File: config.mk
export PLATFORM = sky130hd
export DESIGN_NAME = adc_acq_ctrl
export DESIGN_NICKNAME = d
export VERILOG_FILES = /design/src/rtl/adc_acq_pkg.sv /design/src/rtl/acq_phase_gen.sv /design/src/rtl/acq_shift.sv /design/src/rtl/adc_acq_ctrl.sv
export SDC_FILE = /design/constraint.sdc
export NUM_CORES = 1
export LEC_CHECK = 0
export BUFFER_PORTS_ARGS = -buffer_cell sky130_fd_sc_hd__buf_4
export CAP_MARGIN = 15
export CORE_MARGIN = 2
export CORE_UTILIZATION = 60
export CTS_CLUSTER_SIZE = 14
export DETAILED_ROUTE_END_ITERATION = 8
export PLACE_DENSITY = 0.82
export SKIP_CTS_REPAIR_TIMING = 1
export SLEW_MARGIN = 10
export SYNTH_ARGS = -nofsm -noshare
export SYNTH_HDL_FRONTEND = slang
export SYNTH_SLANG_ARGS = --single-unit
File: constraint.sdc
create_clock -name clk -period 4.37 [get_ports clk]
set_clock_uncertainty 0.05 [all_clocks]
set_input_delay 0.874 -clock clk [delete_from_list [all_inputs] [get_ports clk]]
set_output_delay 0.874 -clock clk [all_outputs]
set_load 0.01 [all_outputs]
File: src/rtl/adc_acq_pkg.sv
package adc_acq_pkg;

    localparam int ACQ_CHAN_W = 4;
    localparam int ACQ_DATA_W = 8;

    typedef enum logic [1:0] {
        ST_IDLE  = 2'd0,
        ST_SETUP = 2'd1,
        ST_XFER  = 2'd2,
        ST_GAP   = 2'd3
    } acq_state_e;

    typedef struct packed {
        logic [ACQ_DATA_W-1:0] code;
        logic [ACQ_CHAN_W-1:0] chan;
        logic                  first;
    } acq_result_t;

    function automatic int unsigned max_of(input int unsigned a, input int unsigned b);
        return (a > b) ? a : b;
    endfunction

endpackage

File: src/rtl/acq_phase_gen.sv
module acq_phase_gen #(
    parameter int HALF_DIV = 2
) (
    input  logic clk,
    input  logic rst,
    input  logic run,
    output logic io_clk,
    output logic rise_tick,
    output logic fall_tick
);
    logic at_end;

    generate
        if (HALF_DIV == 1) begin : g_nodiv
            assign at_end = run;
        end else begin : g_div
            localparam int CW = $clog2(HALF_DIV);
            logic [CW-1:0] cnt;
            always_ff @(posedge clk) begin
                if (rst || !run) begin
                    cnt <= '0;
                end else if (cnt == CW'(HALF_DIV - 1)) begin
                    cnt <= '0;
                end else begin
                    cnt <= cnt + 1'b1;
                end
            end
            assign at_end = run && (cnt == CW'(HALF_DIV - 1));
        end
    endgenerate

    always_ff @(posedge clk) begin
        if (rst || !run) begin
            io_clk <= 1'b0;
        end else if (at_end) begin
            io_clk <= ~io_clk;
        end
    end

    assign rise_tick = at_end && !io_clk;
    assign fall_tick = at_end && io_clk;
endmodule

File: src/rtl/acq_shift.sv
module acq_shift #(
    parameter int CHAN_W = 4,
    parameter int DATA_W = 8
) (
    input  logic              clk,
    input  logic              rst,
    input  logic              load,
    input  logic [CHAN_W-1:0] chan_in,
    input  logic              rise_tick,
    input  logic              fall_tick,
    input  logic              din,
    output logic              addr_bit,
    output logic [DATA_W-1:0] code,
    output logic              last_fall
);
    localparam int FW = $clog2(DATA_W + 1);

    logic [CHAN_W-1:0] asr;
    logic [FW-1:0]     fcnt;

    always_ff @(posedge clk) begin
        if (rst) begin
            asr  <= '0;
            code <= '0;
            fcnt <= '0;
        end else if (load) begin
            asr  <= chan_in;
            fcnt <= '0;
        end else begin
            if (rise_tick) begin
                code <= {code[DATA_W-2:0], din};
            end
            if (fall_tick) begin
                asr  <= {asr[CHAN_W-2:0], 1'b0};
                fcnt <= fcnt + 1'b1;
            end
        end
    end

    assign addr_bit  = asr[CHAN_W-1];
    assign last_fall = fall_tick && (fcnt == FW'(DATA_W - 1));
endmodule

File: src/rtl/adc_acq_ctrl.sv
module adc_acq_ctrl
    import adc_acq_pkg::*;
#(
    parameter int HALF_DIV  = 2,
    parameter int SETUP_CYC = 3,
    parameter int GAP_CYC   = 36
) (
    input  logic                  clk,
    input  logic                  rst,
    input  logic                  req_valid,
    output logic                  req_ready,
    input  logic [ACQ_CHAN_W-1:0] req_chan,
    output logic                  adc_cs_n,
    output logic                  adc_ioclk,
    output logic                  adc_addr,
    input  logic                  adc_dout,
    output logic                  res_valid,
    output logic [ACQ_DATA_W-1:0] res_code,
    output logic [ACQ_CHAN_W-1:0] res_chan,
    output logic                  res_first
);
    localparam int TMAX = int'(max_of(SETUP_CYC, GAP_CYC));
    localparam int TW   = $clog2(TMAX + 1);

    acq_state_e            state;
    logic [TW-1:0]         tmr;
    logic [ACQ_CHAN_W-1:0] cur_chan;
    logic [ACQ_CHAN_W-1:0] prev_chan;
    logic                  have_prev;
    acq_result_t           res_q;
    logic                  res_vld_q;
    logic                  accept;
    logic                  run;
    logic                  rise_tick;
    logic                  fall_tick;
    logic                  last_fall;
    logic [ACQ_DATA_W-1:0] shift_code;

    assign req_ready = (state == ST_IDLE);
    assign accept    = req_valid && req_ready;
    assign run       = (state == ST_XFER);

    acq_phase_gen #(.HALF_DIV(HALF_DIV)) u_phase (
        .clk       (clk),
        .rst       (rst),
        .run       (run),
        .io_clk    (adc_ioclk),
        .rise_tick (rise_tick),
        .fall_tick (fall_tick)
    );

    acq_shift #(.CHAN_W(ACQ_CHAN_W), .DATA_W(ACQ_DATA_W)) u_shift (
        .clk       (clk),
        .rst       (rst),
        .load      (accept),
        .chan_in   (req_chan),
        .rise_tick (rise_tick),
        .fall_tick (fall_tick),
        .din       (adc_dout),
        .addr_bit  (adc_addr),
        .code      (shift_code),
        .last_fall (last_fall)
    );

    always_ff @(posedge clk) begin
        if (rst) begin
            state     <= ST_IDLE;
            adc_cs_n  <= 1'b1;
            tmr       <= '0;
            cur_chan  <= '0;
            prev_chan <= '0;
            have_prev <= 1'b0;
            res_q     <= '0;
            res_vld_q <= 1'b0;
        end else begin
            res_vld_q <= 1'b0;
            unique case (state)
                ST_IDLE: begin
                    if (accept) begin
                        state    <= ST_SETUP;
                        adc_cs_n <= 1'b0;
                        tmr      <= '0;
                        cur_chan <= req_chan;
                    end
                end
                ST_SETUP: begin
                    tmr <= tmr + 1'b1;
                    if (tmr == TW'(SETUP_CYC - 1)) begin
                        state <= ST_XFER;
                    end
                end
                ST_XFER: begin
                    if (last_fall) begin
                        state       <= ST_GAP;
                        adc_cs_n    <= 1'b1;
                        tmr         <= '0;
                        res_vld_q   <= 1'b1;
                        res_q.code  <= shift_code;
                        res_q.chan  <= prev_chan;
                        res_q.first <= !have_prev;
                        prev_chan   <= cur_chan;
                        have_prev   <= 1'b1;
                    end
                end
                ST_GAP: begin
                    tmr <= tmr + 1'b1;
                    if (tmr == TW'(GAP_CYC - 1)) begin
                        state <= ST_IDLE;
                    end
                end
                default: state <= ST_IDLE;
            endcase
        end
    end

    assign res_valid = res_vld_q;
    assign res_code  = res_q.code;
    assign res_chan  = res_q.chan;
    assign res_first = res_q.first;
endmodule

# Yosys cells after proc, flatten, opt, wreduce, memory -nomap -nowiden
# Index checks and enable logic that the tools add are counted.
# W data, S select, Z words.
[word_totals]
mem_bits_rw = 0
out_inout_bits = 18
latchBits = 0
mem_count = 0
in_bits = 8
reg_bits = 50
romBits = 0
[op_classes]
mux = 14
mul = 0
n_bitwise = 3
n_reduce_logical = 22
n_addsub = 3
eq_ne = 10
n_div = 0
magnitude_cmp = 0
n_shift = 0
[op_table]
columns = ["cell", "n"]
rows = [
  ["$pmux W6 S3", 1],
  ["$mux W6", 2],
  ["$mux W2", 4],
  ["$mux W4", 2],
  ["$pmux W2 S4", 1],
  ["$reduce_and A2 Y1", 4],
  ["$reduce_or A2 Y1", 4],
  ["$add A6 B1 Y6 const B", 1],
  ["$eq A6 B2 Y1 const B", 1],
  ["$eq A6 B6 Y1 const B", 1],
  ["$ne A2 B2 Y1 const B", 3],
  ["$logic_and A1 B1 Y1", 5],
  ["$add A4 B1 Y4 const B", 1],
  ["$eq A2 B2 Y1 const B", 2],
  ["$eq A4 B3 Y1 const B", 1],
  ["$reduce_and A4 Y1", 1],
  ["$reduce_bool A2 Y1", 2],
  ["$logic_not A1 Y1", 3],
  ["$mux W1", 3],
  ["$not A1 Y1", 3],
  ["$reduce_and A3 Y1", 1],
  ["$eq A2 B1 Y1 const B", 1],
  ["$logic_not A2 Y1", 1],
  ["$ne A2 B1 Y1 const B", 1],
  ["3 further kinds", 3],
]

# Depth between registers and ports, before layout
# Gate-level depths: netlist (run 1).
[depth]
depth_word = 6
ltp_mapped = 8

# Hierarchy
# From an unflattened synthesis (run 1), not the netlist that was laid out.
[unflattened]
cells_unflattened = 245
hier_area_um2 = 2177.1
[by_module_without_submodules]
columns = ["mod", "area_per_inst_um2", "cells_each", "seq_area_each_um2", "instances"]
rows = [
  ["adc_acq_ctrl", 1357.6, 164, 640.6, 1],
  ["acq_shift", 742.0, 72, 320.3, 1],
  ["acq_phase_gen", 77.6, 9, 40.0, 1],
]

# Worst setup path before layout (run 1)
# OpenSTA, ideal clock, no wires.
[synth_path]
path_type = "input to register"
startpoint = "input port req_valid"
endpoint = "register u_shift.code[0]"
slack_ps = 2271
required_ps = 4192
t_arrival_ps = 1922
path_buffers = 1
stages = 5
cell_sequence = "and2_1 buf_2 nor3_2 mux2i_1 nor2_1"
[synth_via]
elab_chain_len = 3
[synth_lines]
columns = ["element", "line_no", "text"]
rows = [
  ["start: declaration", "adc_acq_ctrl.sv:10", "input logic req_valid,"],
  ["$logic_and A1 B1 Y1", "adc_acq_ctrl.sv:40", "assign accept = req_valid && req_ready;"],
  ["$not A1 Y1 (no source line)", "--", ""],
  ["$reduce_and A2 Y1 (no source line)", "--", ""],
  ["end signal: assignment", "acq_shift.sv:31", "code <= {code[DATA_W-2:0], din};"],
  ["end: declaration", "acq_shift.sv:13", "output logic [DATA_W-1:0] code,"],
]
# No other way between the ends.
# A chain may end at the register's enable or synchronous reset.

# Final worst setup path (run 1)
[layout_path]
startpoint = "register state[0]"
endpoint = "register tmr[4]"
[layout_via]
elab_chain_len = 6
[layout_lines]
columns = ["element", "line_no", "text"]
rows = [
  ["start: declaration", "adc_acq_ctrl.sv:25", "acq_state_e state;"],
  ["start signal: assignment", "adc_acq_ctrl.sv:67", "state <= ST_IDLE;"],
  ["start signal: assignment", "adc_acq_ctrl.sv:80", "state <= ST_SETUP;"],
  ["start signal: assignment", "adc_acq_ctrl.sv:89", "state <= ST_XFER;"],
  ["$eq A2 B2 Y1 (*)", "adc_acq_ctrl.sv:41", "assign run = (state == ST_XFER);"],
  ["named net run", "adc_acq_ctrl.sv:33", "logic run;"],
  ["$logic_and A1 B1 Y1", "acq_phase_gen.sv:28", "assign at_end = run && (cnt == CW'(HALF_DIV - 1));"],
  ["$logic_and A1 B1 Y1", "acq_phase_gen.sv:41", "assign fall_tick = at_end && io_clk;"],
  ["$logic_and A1 B1 Y1", "acq_shift.sv:41", "assign last_fall = fall_tick && (fcnt == FW'(DATA_W - 1));"],
  ["$ne A2 B2 Y1 (no source line)", "--", ""],
  ["$reduce_and A2 Y1 (no source line)", "--", ""],
  ["end signal: assignment", "adc_acq_ctrl.sv:87", "tmr <= tmr + 1'b1;"],
  ["end signal: assignment", "adc_acq_ctrl.sv:106", "tmr <= tmr + 1'b1;"],
  ["end: declaration", "adc_acq_ctrl.sv:26", "logic [TW-1:0] tmr;"],
]
# The timed path passes the listed nets; every way through them passes the cells marked *.

==> results of run 1 <==
-- cell families after synthesis --
family,count (synthesis),synth area share
AO/OA/AOI/OAI,44,0.1330
XOR/XNOR,4,0.01716
adder cells (fa/ha/maj),7,0.04289
buffers and inverters,18,0.03432
flip-flops,50,0.4902
multiplexers,10,0.04902
AND/OR/NAND/NOR,105,0.2335
-- sequential cells by signal (all words and copies together) (netlist names) --
name and count:
res_valid 1, res_code 8, state 2, cur_chan 4, res_first 1, u_phase.io_clk 1, u_shift.asr 4, u_shift.fcnt 4
res_chan 4, adc_cs_n 1, have_prev 1, u_phase.g_div.cnt 1, prev_chan 4, u_shift.code 8, tmr 6
-- routing by layer --
layer | routed length, µm | track usage | vias up | share of wire
met5 | 0 | 0 | - | 0
met4 | 31 | 0.09167 | 0 | 0.0080
met3 | 176 | 0.03804 | 2 | 0.046
met2 | 1828 | 0.3641 | 30 | 0.47
met1 | 1815 | 0.2778 | 768 | 0.47
li1 | - | - | 853 | -
-- report_power, final --
| group | internal (µW) | switching (µW) | total [µW] |
|---|---|---|---|
| Clock | 77.7 | 142 | 219 |
| Sequential | 488 | 24.9 | 513 |
| Combinational | 96.2 | 150 | 246 |
| Total | 662 | 316 | 979 |
-- placed cells by master, fill, tap and decap left out, types with 4 or more instances in the layout --
master,n
a211oi_1,4
a21oi_1,25
buf_4,26
clkbuf_4,5
dfxtp_1,50
ha_1,7
inv_1,6
mux2i_1,10
nand2_1,51
nand3_1,5
nor2_1,22
nor3_1,4
-- through the flow --
step / worst slack [ns] / utilization / area [µm²]
floorplan: 2.271 / - / 2042
global placement: 2.042 / 0.6788 / 2247
detailed placement: 1.961 / 0.6788 / 2247
CTS: 2.115 / 0.6980 / 2311
global route: 1.811 / 0.6980 / 2311
finish: 2.081 / 0.6980 / 2311
-- final cells by class --
class / count / area share
inverters: 6 / 0.009746
well taps: 46 / 0.02491
clock inverters: 2 / 0.005414
flip-flops and latches: 50 / 0.4331
multi-input cells: 170 / 0.4201
clock buffers: 6 / 0.02220
repair buffers: 26 / 0.08446
-- path summary, 6_finish.rpt --
check	startpoint	to	slack, ns	depth (start not counted)
worst max-delay path	state[0]$_SDFFE_PP0P_	tmr[4]$_SDFFE_PP0P_	2.08	6
worst min-delay path	have_prev$_SDFFE_PP0P_	res_first$_SDFFE_PP0P_	0.40	1
worst max register to register	state[0]$_SDFFE_PP0P_	tmr[4]$_SDFFE_PP0P_	2.08	6
worst min register to register	have_prev$_SDFFE_PP0P_	res_first$_SDFFE_PP0P_	0.40	1
-- critical path, delay by kind of cell, from the launching register on --
| kind | cells | cell delay, ns |
|---|---|---|
| compound gates | 2 | 0.84 |
| simple gates | 2 | 0.46 |
| flops | 1 | 0.37 |
| fa+ha+maj | 1 | 0.36 |
| buf+inv | 1 | 0.12 |
==> flow_summary.ini, run 1 <==
[run_status]
status = complete, no violations

[sta]
finalCritPeriodShare = 0.5238
fmax_ghz = 0.4369
slew_viol_final = 0
tightest_slew_ns = 0.7738
setup_viol = 0
rsz0062_at_grt = false
hold_viol = 0
holdWs_ns = 0.4044
slew_headroom = 0.4814
tns_ns = 0
min_period_ns = 2.289

[grt]
grt_pass1_wl_um = 6706
antenna_found_initial = 0
grt_max_degree = 52
grt_overflow_total = 0
grt_pass1_vias = 1536
groute.usage.overall = 0.2173

[die]
coreArea_um2 = 3311
start_util = 0.6168
design.die.area_um2 = 3886
ioPinCount = 26
die_y_um = 62.34
std_cell_rows = 21
die_w_um = 62.34

[placed_design]
port_buffers = 25
finalWeightedCongestion = 0.8215
hpwl_um = 2622
dp_cells = 298

[cts]
insertion_delay_ns = 0.35
cts_sinks = 50
cts_buffer_depth = 2
cts_tree = built
cts_root_buf = clkbuf_4
h-tree-depth = 2
cts_buffers = 5
clk_pin_slew_worst_paths_ns = 0.14

[pwr]
vdd_ir_drop_max_uv = 275.3
total_power_uw = 978.7
pwr_density_cell_nw_per_um2 = 423.5
power.leakage_uw = 0.0008477

[layout]
n_fill_cell = 278
n_antenna_cell = 0
seqCellArea_um2 = 1001
nets = 274
stdcell_count = 306
multiInputGateArea_um2 = 970.9
syn_to_final_growth_pct = 13.17
drive_gt1_frac = 0.1538

[yosys]
synth_edf_count = 0
synth.distinct_cells = 35
ys_warn_count = 0
post-synth-top-count-cell = nand2_1
synth_area_leaders = dfxtp_1 49%, nand2_1 9.4%, a21oi_1 6.1%, mux2i_1 4.9%, ha_1 4.3%
ys_seq_elements = 50
synth_top_area_cell = dfxtp_1
netlist.area_leader.share = 0.4902
avgSynthCellArea_um2 = 8.580
yosys-top-cells-count = 51 x nand2_1, 50 x dfxtp_1, 25 x a21oi_1
yosys_most_used_dff = dfxtp_1
syn_inst = 238
syn_area_um2 = 2042
synth.yosys.seq_area_share = 0.4902
syn_nets = 253
async_flop_share = 0

[drt]
routed_wirelength_um = 3851
postRouteAntennaNets = 0
vias = 1653
drc = 0
avgRoutedWirePerCell_um = 12.58
dr.pass1.iters = 4
drt_iter0_markers = 77
via_per_inst = 5.402

[flow_run]
drv_cap = 0

[worst_setup_path]
cp.required_ns = 4.59
slowest_delay_ns = 0.51
critPathKind = flop to flop
crit_chain = inv_1, ha_1, nand3_2, o21ai_0, nand3_1, o41ai_1
critPathMaxFanout = 8
cp-start-kind = flop
crit_path_end_kind = flop
critPathArrivalTime_ns = 2.51
cp_slowest_cell = o21ai_0

[hold_path]
min_path_type = flop to flop
Power figures use the tool's default switching activity.
==> inputs of run 2 (changes only) <==
CORE_UTILIZATION = 51   (was 60)
PLACE_DENSITY = 0.74   (was 0.82)
clock period = 2 ns   (was 4.37 ns; I/O delays follow)
==> flow_summary.ini, run 2 (same netlist as run 1, synthesis figures left out) <==
[worst_setup_path]
critPathMaxFanout = 8
cp_slowest_cell = or4_1
crit_family = simple AND/OR/NAND/NOR gates
crit_buf_inv = 1
slowest_delay_ns = 0.51
critPathArrivalTime_ns = 2.08
critPathKind = flop to flop
crit_path_end_kind = flop
cp-start-kind = flop
crit_chain = inv_1, ha_1, nand3_2, o21a_2, or4_1, a21oi_1
cp.required_ns = 2.19

[drt]
routed_wirelength_um = 4239
drt_iter0_markers = 90
drc = 0
avgRoutedWirePerCell_um = 13.50
dr.pass1.iters = 4
via_per_inst = 5.360
vias = 1683
postRouteAntennaNets = 0

[flow_run]
drv_cap = 0

[pwr]
power.leakage_uw = 0.0008995
vdd_ir_drop_max_uv = 677.2
pwr_density_cell_nw_per_um2 = 996.4

[sta]
finalCritPeriodShare = 0.9493
fin_ws_ns = 0.1013
rsz0062_at_grt = false
fmax_ghz = 0.5267
min_period_ns = 1.899
setup_viol = 0
slew_viol_final = 0
tightest_slew_ns = 0.5543
slew_headroom = 0.6297
hold_viol = 0

[cts]
clk_pin_slew_worst_paths_ns = 0.09
cts_sinks = 50
h-tree-depth = 2
insertion_delay_ns = 0.30
cts_tree = built
cts_buffer_depth = 2
cts_root_buf = clkbuf_8
cts_buffers = 5

[die]
std_cell_rows = 22
die_w_um = 67.28
die_y_um = 67.28
design.die.area_um2 = 4526
start_util = 0.5455
ioPinCount = 26
coreArea_um2 = 3744

[placed_design]
finalWeightedCongestion = 0.8008
placed_area_um2 = 2295
hpwl_um = 2798
pre_cts_ws_ns = 0.01390
port_buffers = 25
dp_cells = 306

[grt]
groute.usage.overall = 0.2044
grt_max_degree = 52
grt_pass1_wl_um = 6934
grt_pass1_vias = 1466
grt_overflow_total = 0
antenna_found_initial = 0

[layout]
syn_to_final_growth_pct = 17.83
stdcell_count = 314
n_fill_cell = 355
design_area_um2 = 2406
n_antenna_cell = 0
drive_gt1_frac = 0.1729
final_common_cell = nand2_1
post-route-util = 0.6427
nets = 280
final_cell_mix = 51 x nand2_1, 50 x dfxtp_1, 32 x buf_4

[hold_path]
min_path_type = primary input to flop

[run_status]
status = complete, no violations
run 2: worst reg2reg max path, delay by kind of cell, from the launching register on:
| kind | cells | cell delay [ns] |
|---|---|---|
| flops | 1 | 0.35 |
| fa+ha+maj | 1 | 0.19 |
| compound gates | 2 | 0.46 |
| buf+inv | 1 | 0.11 |
| simple gates | 2 | 0.67 |
run 2: path summary, 6_finish.rpt:
check,from,to,slack [ns],depth (start not counted)
setup / recovery,state[0]$_SDFFE_PP0P_,tmr[1]$_SDFFE_PP0P_,0.10,6
hold / removal,adc_dout,u_shift.code[0]$_SDFFE_PP0P_,0.29,3
setup reg to reg,state[0]$_SDFFE_PP0P_,tmr[1]$_SDFFE_PP0P_,0.10,6
hold reg to reg,have_prev$_SDFFE_PP0P_,res_first$_SDFFE_PP0P_,0.39,1
run 2: metal layers:
| metal | up-vias | global-route usage | routed length [µm] |
|---|---|---|---|
| met5 | - | 0 | 0 |
| met4 | 0 | 0.08418 | 72 |
| met3 | 8 | 0.04000 | 139 |
| met2 | 28 | 0.3032 | 1939 |
| met1 | 786 | 0.2907 | 2087 |
| li1 | 861 | - | - |
run 2: area by class of cell:
cell class	count	area, µm²	share of cell area
Clock inverter	1	30.03	0.01248
Tap cell	48	60.06	0.02496
Clock buffer	7	76.32	0.03172
Sequential cell	50	1001	0.4160
Timing Repair Buffer	32	240.2	0.09984
Inverter	6	22.52	0.009360
Multi-Input combinational cell	170	975.9	0.4056
run 2: metrics by stage:
step / hold slack [ns] / power [µW] / setup TNS, ns
after CTS: 0.2870 / 2404 / -0.02183
final: 0.2873 / 2397 / 0
after global placement: 0.3684 / 1706 / 0
after global routing: 0.2933 / 2513 / 0
after floorplan: 0.3640 / 1533 / 0
after detailed placement: 0.3853 / 1710 / 0
run 2: power by group:
| part | internal [µW] | switching (µW) | total [µW] |
|---|---|---|---|
| sequential | 1070 | 55.6 | 1120 |
| combinational | 241 | 343 | 585 |
| clock | 374 | 317 | 691 |
| total | 1680 | 715 | 2400 |
==> inputs of run 3 (changes only) <==
CORE_UTILIZATION = 60   (was 51)
PLACE_DENSITY = 0.82   (was 0.74)
clock period = 2.22 ns   (was 2 ns; I/O delays follow)
==> flow_summary.ini, run 3 (same netlist as run 1, synthesis figures left out) <==
[worst_setup_path]
r2r_slack_ns = 0.17
crit_path_end_kind = flop
cp.required_ns = 2.49
critPathKind = flop to flop
r2r_end = tmr[1]$_SDFFE_PP0P_
critPathMaxFanout = 8
critPathArrivalTime_ns = 2.32
r2r_cells = 6
reg2reg_from = state[0]$_SDFFE_PP0P_
cp-start-kind = flop

[sta]
slew_headroom = 0.6674
hold_viol = 0
finalCritPeriodShare = 0.9218
fin_ws_ns = 0.1735
min_period_ns = 2.047
fmax_ghz = 0.4886
slew_viol_final = 0
tns_ns = 0
tightest_slew_ns = 0.4989
rsz0062_at_grt = false
setup_viol = 0

[placed_design]
port_buffers = 25
finalWeightedCongestion = 0.8688
hpwl_um = 2732
dp_cells = 302
pre_cts_ws_ns = 0.2184

[cts]
clk_pin_slew_worst_paths_ns = 0.15
h-tree-depth = 2
insertion_delay_ns = 0.37
cts_buffer_depth = 2
cts_sinks = 50
cts_buffers = 5
cts_tree = built
cts_root_buf = clkbuf_4

[pwr]
clockPowerShare = 0.230
internal-power_uw = 1328
pwr-share-comb = 0.258
swShare = 0.3269
pwr_density_cell_nw_per_um2 = 841.6
p_switching_uw = 645.1
p_seq_frac = 0.512
power.leakage_uw = 0.0008685
total_power_uw = 1973
vdd_ir_drop_max_uv = 668.1

[drt]
drc = 0
avgRoutedWirePerCell_um = 12.62
via_per_inst = 5.252
dr.pass1.iters = 4
routed_wirelength_um = 3913
postRouteAntennaNets = 0
drt_iter0_markers = 103
vias = 1628

[layout]
final_common_cell = nand2_1
drive_gt1_frac = 0.1667
post-route-util = 0.7082
n_fill_cell = 298
syn_to_final_growth_pct = 14.83
stdcell_count = 310
n_antenna_cell = 0
nets = 278
final_cell_mix = 51 x nand2_1, 50 x dfxtp_1, 30 x buf_4

[hold_path]
min_path_type = primary input to flop
holdPathEnd = u_shift.code[0]$_SDFFE_PP0P_
min_path_cells = 3
hold_start = adc_dout

[die]
ioPinCount = 26
start_util = 0.6168
design.die.area_um2 = 3886
die_w_um = 62.34
std_cell_rows = 21
coreArea_um2 = 3311
die_y_um = 62.34

[grt]
grt_overflow_total = 0
groute.usage.overall = 0.2228
antenna_found_initial = 0
grt_pass1_vias = 1608
grt_pass1_wl_um = 6906
grt_max_degree = 52

[flow_run]
drv_cap = 0

[run_status]
status = complete, no violations
==> run 3: cell count changes in the layout (fill, tap and decap cells not counted), sizes merged <==
| cell | previous run | this run |
|---|---|---|
| clkbuf | 7 | 6 |
| buf | 32 | 30 |
| bufinv | 1 | 0 |
| clkinvlp | 0 | 1 |
| inv | 6 | 7 |
==> run 3: how the worst max path moves through the flow <==
stage	start	endpoint	slack, ns	depth (start not counted)
6_report	state[0]$_SDFFE_PP0P_	tmr[1]$_SDFFE_PP0P_	0.17	6
5_1_grt	state[0]$_SDFFE_PP0P_	tmr[1]$_SDFFE_PP0P_	0.02	6
4_1_cts	state[0]$_SDFFE_PP0P_	tmr[1]$_SDFFE_PP0P_	0.18	6
3_5_place_dp	state[0]$_SDFFE_PP0P_	tmr[1]$_SDFFE_PP0P_	0.22	6
3_3_place_gp	state[0]$_SDFFE_PP0P_	tmr[1]$_SDFFE_PP0P_	0.27	6
2_1_floorplan	state[0]$_SDFFE_PP0P_	u_shift.code[0]$_SDFFE_PP0P_	0.23	7
==> run 3: power by group through the flow <==
stage / clock (µW) / sequential [µW] / combinational [µW]
CTS: 462 / 1010 / 504
detailed placement: 0 / 1030 / 503
global placement: 0 / 1030 / 495
global route: 501 / 1020 / 563
floorplan: 0 / 1020 / 357
finish: 454 / 1010 / 509
==> run 3: critical path, cell delays in order, from the launching register on <==
cell and delay, ns:
dfxtp_1 0.37, inv_1 0.11, ha_1 0.30, nand3_2 0.19
o21a_1 0.31, or4_1 0.51, a21oi_1 0.14
==> run 3: final cells by class <==
cell class	count	area (µm²)	area share
clock buffer	6	51.30	0.02188
clock inverter	2	16.27	0.006937
inverter	6	22.52	0.009605
multi-input combinational	170	970.9	0.4141
sequential	50	1001	0.4269
tap	46	57.56	0.02455
timing repair buffer	30	225.2	0.09605
==> run 3: metal layers <==
metal / global-route usage / part of all wire / up-vias
li1: - / - / 857
met3: 0.06522 / 0.032 / 5
met5: 0 / 0 / -
met1: 0.2805 / 0.48 / 744
met4: 0.07778 / 0.014 / 0
met2: 0.3668 / 0.47 / 22
==> run 3: stage by stage <==
step / area (µm²) / hold slack (ns)
after global placement: 2277 / 0.3750
after floorplan: 2042 / 0.3640
after detailed placement: 2277 / 0.3909
after global routing: 2345 / 0.2471
after CTS: 2345 / 0.2411
final: 2345 / 0.2450
